$ cat config.mk
export PLATFORM = sky130hd
export DESIGN_NAME = mdio_master
export DESIGN_NICKNAME = d
export VERILOG_FILES = /design/src/rtl/mdio_pkg.sv /design/src/rtl/mdio_clkgen.sv /design/src/rtl/mdio_seq.sv /design/src/rtl/mdio_rx.sv /design/src/rtl/mdio_master.sv
export SDC_FILE = /design/constraint.sdc
export NUM_CORES = 1
export LEC_CHECK = 0
export BUFFER_PORTS_ARGS = -buffer_cell sky130_fd_sc_hd__buf_2
export CAP_MARGIN = 5
export CORE_MARGIN = 1
export CORE_UTILIZATION = 50
export CTS_BUF_LIST = sky130_fd_sc_hd__clkbuf_2
export CTS_CLUSTER_DIAMETER = 200
export DETAILED_ROUTE_END_ITERATION = 16
export PLACE_DENSITY = 0.68
export SYNTH_ARGS = -nofsm -noshare
export SYNTH_HDL_FRONTEND = slang
export SYNTH_SLANG_ARGS = --single-unit
$ cat constraint.sdc
create_clock -name clk -period 2.6 [get_ports clk]
set_input_delay 0.52 -clock clk [delete_from_list [all_inputs] [get_ports clk]]
set_output_delay 0.52 -clock clk [all_outputs]
set_load 0.01 [all_outputs]
$ cat src/rtl/mdio_pkg.sv
package mdio_pkg;
  localparam int PRE_BITS   = 32;
  localparam int ST_IDX     = PRE_BITS;
  localparam int OP_IDX     = ST_IDX + 2;
  localparam int PHY_IDX    = OP_IDX + 2;
  localparam int REG_IDX    = PHY_IDX + 5;
  localparam int TA_IDX     = REG_IDX + 5;
  localparam int DATA_IDX   = TA_IDX + 2;
  localparam int IDLE_IDX   = DATA_IDX + 16;
  localparam int FRAME_BITS = IDLE_IDX + 1;
  localparam int IDXW       = $clog2(FRAME_BITS);

  // element FRAME_BITS-1 leaves first
  typedef logic [FRAME_BITS-1:0] frame_t;

  typedef enum logic {SEQ_IDLE, SEQ_RUN} seq_state_t;

  function automatic frame_t frame_value(input logic wr, input logic [4:0] phy,
                                         input logic [4:0] rg, input logic [15:0] wd);
    frame_t f;
    f = '0;
    for (int p = 0; p < FRAME_BITS; p++) begin
      logic b;
      b = 1'b0;
      if (p < ST_IDX)             b = 1'b1;
      else if (p == ST_IDX + 1)   b = 1'b1;
      else if (p == OP_IDX)       b = ~wr;
      else if (p == OP_IDX + 1)   b = wr;
      else if (p >= PHY_IDX && p < REG_IDX)  b = phy[4 - (p - PHY_IDX)];
      else if (p >= REG_IDX && p < TA_IDX)   b = rg[4 - (p - REG_IDX)];
      else if (p == TA_IDX)       b = wr;
      else if (p >= DATA_IDX && p < IDLE_IDX) b = wr & wd[15 - (p - DATA_IDX)];
      f[FRAME_BITS-1-p] = b;
    end
    return f;
  endfunction

  function automatic frame_t frame_drive(input logic wr);
    frame_t f;
    f = '0;
    for (int p = 0; p < FRAME_BITS; p++)
      f[FRAME_BITS-1-p] = (p < TA_IDX) || (wr && p < IDLE_IDX);
    return f;
  endfunction
endpackage

$ cat src/rtl/mdio_clkgen.sv
module mdio_clkgen #(
  parameter int DIV_HALF = 4
) (
  input  logic clk,
  input  logic rst_n,
  input  logic run,
  output logic mdc,
  output logic rise_tick,
  output logic fall_tick
);
  logic half_end;

  generate
    if (DIV_HALF <= 1) begin : g_fast
      assign half_end = run;
    end else begin : g_div
      localparam int CW = $clog2(DIV_HALF);
      localparam logic [CW-1:0] LAST = CW'(DIV_HALF - 1);
      logic [CW-1:0] cnt;
      always_ff @(posedge clk or negedge rst_n) begin
        if (!rst_n)               cnt <= '0;
        else if (!run || cnt == LAST) cnt <= '0;
        else                      cnt <= cnt + 1'b1;
      end
      assign half_end = run && (cnt == LAST);
    end
  endgenerate

  always_ff @(posedge clk or negedge rst_n) begin
    if (!rst_n)        mdc <= 1'b0;
    else if (!run)     mdc <= 1'b0;
    else if (half_end) mdc <= ~mdc;
  end

  assign rise_tick = half_end && !mdc;
  assign fall_tick = half_end && mdc;
endmodule

$ cat src/rtl/mdio_seq.sv
module mdio_seq
  import mdio_pkg::*;
(
  input  logic             clk,
  input  logic             rst_n,
  input  logic             start,
  input  logic             wr,
  input  logic [4:0]       phy,
  input  logic [4:0]       rg,
  input  logic [15:0]      wd,
  input  logic             fall_tick,
  output logic             busy,
  output logic             is_read,
  output logic [IDXW-1:0]  bit_idx,
  output logic             done,
  output logic             mdio_o,
  output logic             mdio_oe
);
  seq_state_t state;
  frame_t     tx_sr, oe_sr;

  assign busy = (state == SEQ_RUN);
  assign done = busy && fall_tick && (bit_idx == IDXW'(IDLE_IDX));

  always_ff @(posedge clk or negedge rst_n) begin
    if (!rst_n) begin
      state   <= SEQ_IDLE;
      tx_sr   <= '0;
      oe_sr   <= '0;
      bit_idx <= '0;
      is_read <= 1'b0;
    end else begin
      case (state)
        SEQ_IDLE: if (start) begin
          state   <= SEQ_RUN;
          tx_sr   <= frame_value(wr, phy, rg, wd);
          oe_sr   <= frame_drive(wr);
          bit_idx <= '0;
          is_read <= ~wr;
        end
        SEQ_RUN: if (fall_tick) begin
          if (done) begin
            state <= SEQ_IDLE;
            tx_sr <= '0;
            oe_sr <= '0;
          end else begin
            tx_sr   <= tx_sr << 1;
            oe_sr   <= oe_sr << 1;
            bit_idx <= bit_idx + 1'b1;
          end
        end
        default: state <= SEQ_IDLE;
      endcase
    end
  end

  assign mdio_o  = tx_sr[FRAME_BITS-1];
  assign mdio_oe = oe_sr[FRAME_BITS-1];
endmodule

$ cat src/rtl/mdio_rx.sv
module mdio_rx
  import mdio_pkg::*;
(
  input  logic            clk,
  input  logic            rst_n,
  input  logic            start,
  input  logic            rise_tick,
  input  logic            is_read,
  input  logic [IDXW-1:0] bit_idx,
  input  logic            mdio_i,
  input  logic            done,
  output logic            rsp_valid,
  output logic [15:0]     rsp_rdata,
  output logic            rsp_ta_err
);
  logic [15:0] sh;
  logic        ta_hi;
  logic        in_data;

  assign in_data = (bit_idx >= IDXW'(DATA_IDX)) && (bit_idx < IDXW'(IDLE_IDX));

  always_ff @(posedge clk or negedge rst_n) begin
    if (!rst_n) begin
      sh    <= '0;
      ta_hi <= 1'b0;
    end else if (start) begin
      sh    <= '0;
      ta_hi <= 1'b0;
    end else if (rise_tick && is_read) begin
      if (bit_idx == IDXW'(TA_IDX + 1)) ta_hi <= mdio_i;
      if (in_data)                      sh    <= {sh[14:0], mdio_i};
    end
  end

  always_ff @(posedge clk or negedge rst_n) begin
    if (!rst_n) begin
      rsp_valid  <= 1'b0;
      rsp_rdata  <= '0;
      rsp_ta_err <= 1'b0;
    end else begin
      rsp_valid <= done;
      if (done) begin
        rsp_rdata  <= is_read ? sh : 16'h0;
        rsp_ta_err <= is_read & ta_hi;
      end
    end
  end
endmodule

$ cat src/rtl/mdio_master.sv
module mdio_master
  import mdio_pkg::*;
#(
  parameter int DIV_HALF = 4
) (
  input  logic        clk,
  input  logic        rst_n,
  input  logic        cmd_valid,
  output logic        cmd_ready,
  input  logic        cmd_write,
  input  logic [4:0]  cmd_phy,
  input  logic [4:0]  cmd_reg,
  input  logic [15:0] cmd_wdata,
  output logic        busy,
  output logic        rsp_valid,
  output logic [15:0] rsp_rdata,
  output logic        rsp_ta_err,
  output logic        mdc,
  output logic        mdio_o,
  output logic        mdio_oe,
  input  logic        mdio_i
);
  logic            start, rise_tick, fall_tick, is_read, done;
  logic [IDXW-1:0] bit_idx;

  assign cmd_ready = ~busy;
  assign start     = cmd_valid & cmd_ready;

  mdio_clkgen #(.DIV_HALF(DIV_HALF)) u_clk (
    .clk(clk), .rst_n(rst_n), .run(busy),
    .mdc(mdc), .rise_tick(rise_tick), .fall_tick(fall_tick)
  );

  mdio_seq u_seq (
    .clk(clk), .rst_n(rst_n), .start(start), .wr(cmd_write),
    .phy(cmd_phy), .rg(cmd_reg), .wd(cmd_wdata), .fall_tick(fall_tick),
    .busy(busy), .is_read(is_read), .bit_idx(bit_idx), .done(done),
    .mdio_o(mdio_o), .mdio_oe(mdio_oe)
  );

  mdio_rx u_rx (
    .clk(clk), .rst_n(rst_n), .start(start), .rise_tick(rise_tick),
    .is_read(is_read), .bit_idx(bit_idx), .mdio_i(mdio_i), .done(done),
    .rsp_valid(rsp_valid), .rsp_rdata(rsp_rdata), .rsp_ta_err(rsp_ta_err)
  );
endmodule

Yosys cells after proc, flatten, opt, wreduce, memory -nomap -nowiden
Cells that the tools add are included.
- memories kept: 0
- logic and storage cells: 88
- flip-flop bits (word level): 177
- bits in latches: 0
- bits in read-only memories: 0
- input port bits: 31
- RAM bits: 0
- output and inout port bits: 23
- div/mod/pow operators: 0
- bitwise logic cells: 21
- multiplexer cells: 26
- equality and inequality tests: 7
- shift-type cells: 0
- reduce and logical (&&, ||, !) cells: 18
- add/subtract/negate cells: 2
- multipliers: 0
- $lt $le $gt $ge: 2
- operators by type and width (operator ; number):
    65-bit 2-to-1 mux ; 6
    65-bit case mux with 2 select lines ; 2
    16-bit 2-to-1 mux ; 4
    7-bit 2-to-1 mux ; 3
    1-bit AND ; 18
    7-bit case mux with 2 select lines ; 1
    1-bit 2-to-1 mux ; 8
    2-bit AND reduction ; 4
    7-bit by 1-bit adder with 7-bit output (second input constant) ; 1
    7-bit by 6-bit equality test with 1-bit output (second input constant) ; 1
    7-bit equality test (second input constant) ; 1
    7-bit by 6-bit >= comparator with 1-bit output (second input constant) ; 1
    1-bit logical AND ; 7
    7-bit < comparator (second input constant) ; 1
    2-bit nonzero test ; 3
    2-bit by 1-bit inequality test with 1-bit output (second input constant) ; 2
    2-bit inequality test (second input constant) ; 2
    1-bit inverter ; 3
    3-bit AND reduction ; 1
    2-bit by 1-bit adder with 2-bit output (second input constant) ; 1
    2-bit equality test (second input constant) ; 1
    1-bit logical NOT ; 2
    2-bit 2-to-1 mux ; 1
    1-bit case mux with 2 select lines ; 1
    1-bit logical OR ; 1

Longest topological paths before layout
- depth in word-level cells: 8
- mapped depth: 8
- gate-level depth less buffers: 4

By module
From an unflattened synthesis, not the netlist that was laid out.
- cells, all modules: 844
- area, all modules: 8041.5 um2
- modules (own cells, without submodules) (module ; seq. area each (um2) ; times used ; cells each ; area each (um2)):
    mdio_seq ; 3428.3 ; 1 ; 675 ; 6377.4
    mdio_rx ; 875.8 ; 1 ; 156 ; 1520.2
    mdio_clkgen ; 75.1 ; 1 ; 11 ; 133.9
    mdio_master ; 0.0 ; 1 ; 2 ; 10.0

Worst setup path after synthesis
OpenSTA, ideal clock, no wires.
- path type: register to register
- start: register u_seq.bit_idx[4]
- end: register u_seq.oe_sr[12]
- path slack: 0.699 ns
- buffers on the path: 2
- required time: 2.474 ns
- period minus slack after synthesis: 1.901 ns
- arrival time: 1.774 ns
- library setup time: 0.126 ns
- cell stages (with the launch flop): 6
- path through: dfrtp_1 or4b_4 o21a_1 buf_4 buf_4 a221o_1
- word-level cells in the longest chain between the ends: 5
- ends and longest elaborated chain (what ; RTL line ; source):
    start, declared ; mdio_seq.sv:14 ; output logic [IDXW-1:0] bit_idx,
    start signal, assigned ; mdio_seq.sv:49 ; bit_idx <= bit_idx + 1'b1;
    7-bit equality test ; mdio_seq.sv:23 ; assign done = busy && fall_tick && (bit_idx == IDXW'(IDLE_IDX));
    1-bit logical AND ; mdio_seq.sv:23 ;
    65-bit 2-to-1 mux ; mdio_seq.sv:42 ; if (done) begin
    65-bit 2-to-1 mux ; mdio_seq.sv:41 ; SEQ_RUN: if (fall_tick) begin
    65-bit case mux with 2 select lines ; mdio_seq.sv:33 ; case (state)
    end signal, assigned ; mdio_seq.sv:37 ; oe_sr <= frame_drive(wr);
    end signal, assigned ; mdio_seq.sv:48 ; oe_sr <= oe_sr << 1;
    end, declared ; mdio_seq.sv:20 ; frame_t tx_sr, oe_sr;
Every way passes these cells. The select of a mux whose other input is x is not followed.
A chain may end at the register's enable or synchronous reset.

Worst setup path in the final report
- start: register u_clk.g_div.cnt[0]
- end: register u_seq.tx_sr[36]
- word-level cells in the longest chain between the ends: 8
- elaborated cells between the ends (all ways): 10
- those cells by class: eq/ne: 2; mux: 3; reduce/logical: 5
- ends and longest elaborated chain (what ; RTL line ; source):
    start, declared ; mdio_clkgen.sv:19 ; logic [CW-1:0] cnt;
    start signal, assigned ; mdio_clkgen.sv:23 ; else cnt <= cnt + 1'b1;
    2-bit equality test * ; mdio_clkgen.sv:25 ; assign half_end = run && (cnt == LAST);
    1-bit logical AND * ; mdio_clkgen.sv:25 ;
    1-bit logical AND * ; mdio_clkgen.sv:36 ; assign fall_tick = half_end && mdc;
    1-bit logical AND (2 in a row) ; mdio_seq.sv:23 ;
    65-bit 2-to-1 mux ; mdio_seq.sv:42 ;
    65-bit 2-to-1 mux ; mdio_seq.sv:41 ;
    65-bit case mux with 2 select lines ; mdio_seq.sv:33 ;
    end signal, assigned ; mdio_seq.sv:36 ; tx_sr <= frame_value(wr, phy, rg, wd);
    end signal, assigned ; mdio_seq.sv:47 ; tx_sr <= tx_sr << 1;
    end, declared ; mdio_seq.sv:20 ;
Mark *: on every way between the ends. The rest lies on a longest branch, timed or not. The select of a mux whose other input is x is not followed.

==> flow_summary.json <==
{
  "port_buffers": 53,
  "yosysUniqueCellTypes": 41,
  "placed_cell_area_mm2": 0.00753,
  "cts.clk_slew.worst_paths_ns": 0.23,
  "finalPower_mw": 7.36,
  "postRouteWirelength_mm": 13.7,
  "fin_util_pct": 56.9,
  "fillCellCount": 1177,
  "synth_nets": 588,
  "max_freq_mhz": 423,
  "netlist_instances": 554,
  "synth_seq_cells": 175,
  "rsz0062_at_grt": "false",
  "fin_cells": 781,
  "placed_cells": 736,
  "vias_per_cell": 6.37,
  "min_path_type": "in -> reg",
  "grt_first_pass_wirelength_mm": 23.4,
  "clockRootBuffer": "clkbuf_2",
  "maxSlewViolCount": 0,
  "ys_seq_area_share_pct": 61.4,
  "cts_tree": "done",
  "die_area_mm2": 0.0147,
  "clock_latency_ns": 0.74,
  "cap_violations": 0,
  "crit_arrival_ns": 3.04,
  "cts.path.max_buffers": 2,
  "dpl_worst_slack_ns": 0.304,
  "cp_max_fo": 54,
  "synth_commonest_cells": "175 x dfrtp_1, 123 x a221o_1, 41 x clkbuf_1",
  "die_w_um": 121,
  "cts_buffers": 17,
  "finalCritPeriodShare_pct": 90.9,
  "synth_edf_count": 0,
  "status": "finished clean",
  "path_class": "reg -> reg",
  "grt_antenna_before_repair": 1,
  "skew_ns": 0.0256,
  "drt_iter0_drc": 307,
  "worstMarginPinSlew_ns": 0.779,
  "hold_violations": 0,
  "overflow": 0,
  "synthArstFlopShare_pct": 100,
  "ios": 54,
  "h-tree-depth": 4,
  "yosysTopAreaCellShare_pct": 61.4,
  "max_slew_margin_pct": 48.1,
  "period_minus_slack_ns": 2.36,
  "crit_required_ns": 3.28,
  "fp.coreArea_mm2": 0.0139,
  "timing.hold.ws_ns": 0.140,
  "drive_above_1_share_pct": 17.3,
  "die_h_um": 121,
  "gp_congestion": 0.760,
  "grt_pass1_vias": 4703,
  "fin_ws_ns": 0.236,
  "dr.pass1.iters": 4,
  "synth_ff_type": "dfrtp_1",
  "wire_per_inst_um": 17.5,
  "layout.nets": 622,
  "synthTopCellsByArea": "dfrtp_1 61%, a221o_1 17%, mux2i_1 2.4%",
  "drc_errors": 0,
  "p_leak_nw": 3.82,
  "postLayoutCellArea_mm2": 0.00790,
  "start_util_pct": 51.4,
  "syn_to_final_growth_pct": 10.9,
  "cts_setup_buffers": 0,
  "synth_most_common_cell": "dfrtp_1",
  "grt_start_max_net_pins": 115,
  "num_rows": 43,
  "dp_hpwl_mm": 7.59,
  "antenna_left": 0,
  "p_per_area_mw_per_mm2": 931,
  "synth_area_leader_cell": "dfrtp_1",
  "syn_area_mm2": 0.00713,
  "avgSynthCellArea_um2": 12.9,
  "postCtsHoldBufs": 13,
  "grt_usage_pct": 20.1,
  "ys_warn_count": 0,
  "vdd_drop_max_mv": 0.546,
  "vias": 4977,
  "start_kind": "register",
  "ctsResizeCount": 0,
  "setup_violations": 0,
  "clock-sinks": 175,
  "tns_ns": 0,
  "worstSetupEndpointType": "register"
}
## area by class of cell
cell class                 instances  area [µm²]  share of cell area [%]
clock inverter                    13         148                    1.87
sequential                       175        4380                    55.4
multi-input combinational        291        2400                    30.4
timing repair buffer              80         569                    7.20
inverter                          23        86.3                    1.09
antenna                            1        2.50                  0.0317
clock buffer                      18        90.1                    1.14
tap                              180         225                    2.85
## cell families after synthesis
group           Yosys count  share of synthesized area (%)
buf+inv                  88                           5.37
xor+xnor                  1                          0.123
compound gates          177                           22.3
fa+ha+maj                 3                          0.527
simple gates             93                           7.90
flops                   175                           61.4
mux                      17                           2.39
## flip-flops by register name, summed over array words and instances, names as in the netlist
| register | count |
|---|---|
| u_clk.g_div.cnt | 2 |
| u_rx.ta_hi | 1 |
| u_clk.mdc | 1 |
| u_seq.is_read | 1 |
| u_seq.tx_sr | 64 |
| u_rx.rsp_ta_err | 1 |
| u_seq.bit_idx | 7 |
| u_rx.rsp_rdata | 16 |
| u_rx.rsp_valid | 1 |
| u_seq.busy | 1 |
| u_rx.sh | 16 |
| u_seq.oe_sr | 64 |
## power by group
part | switching, mW | leakage [nW] | total [mW] | internal, mW
combinational | 0.833 | 1.35 | 1.80 | 0.969
clock | 0.894 | 0.150 | 1.42 | 0.524
sequential | 0.552 | 2.32 | 4.14 | 3.58
total | 2.28 | 3.82 | 7.36 | 5.08
## cell usage in the layout, fill, tap and decap left out, types with 4 or more instances in the layout
master         count
dfrtp_1          175
and3_1            11
o31ai_1           18
buf_4              9
nor3_1             4
nor2_1             5
and4_1            15
a221o_1          123
buf_2             52
buf_12             5
clkbuf_2          18
nand2_1           22
inv_1             21
or3_1              4
mux2i_1           17
dlygate4sd3_1     13
nand4_1           17
clkinv_2           4
a21oi_1           21
## metal layers
layer	vias to the layer above	GRT usage [%]	part of all wire [%]
met5	-	0	0
met4	0	8.10	1.6
met3	18	4.79	3.9
met2	112	29.7	47
met1	2602	28.5	47
li1	2245	-	-
## critical path, stage by stage (launching register included)
cell and delay, ns:
dfrtp_1 0.43, ha_1 0.31, and3_1 0.34, o21a_4 0.56
buf_4 0.42, a221o_1 0.21
## worst paths after layout
path	startpoint	slack (ns)	cells past startpoint	endpoint
worst min-delay path	cmd_wdata[10]	0.14	3	u_seq.tx_sr[11]
min in group asynchronous	rst_n	0.27	2	u_rx.sh[5]
max in group asynchronous	rst_n	1.48	3	u_seq.tx_sr[22]
worst min register to register	u_clk.g_div.cnt[0]	0.48	1	u_clk.g_div.cnt[0]
worst max-delay path	u_clk.g_div.cnt[0]	0.24	5	u_seq.tx_sr[36]
worst max register to register	u_clk.g_div.cnt[0]	0.24	5	u_seq.tx_sr[36]
No activity file was read; power rests on OpenSTA's default activity.
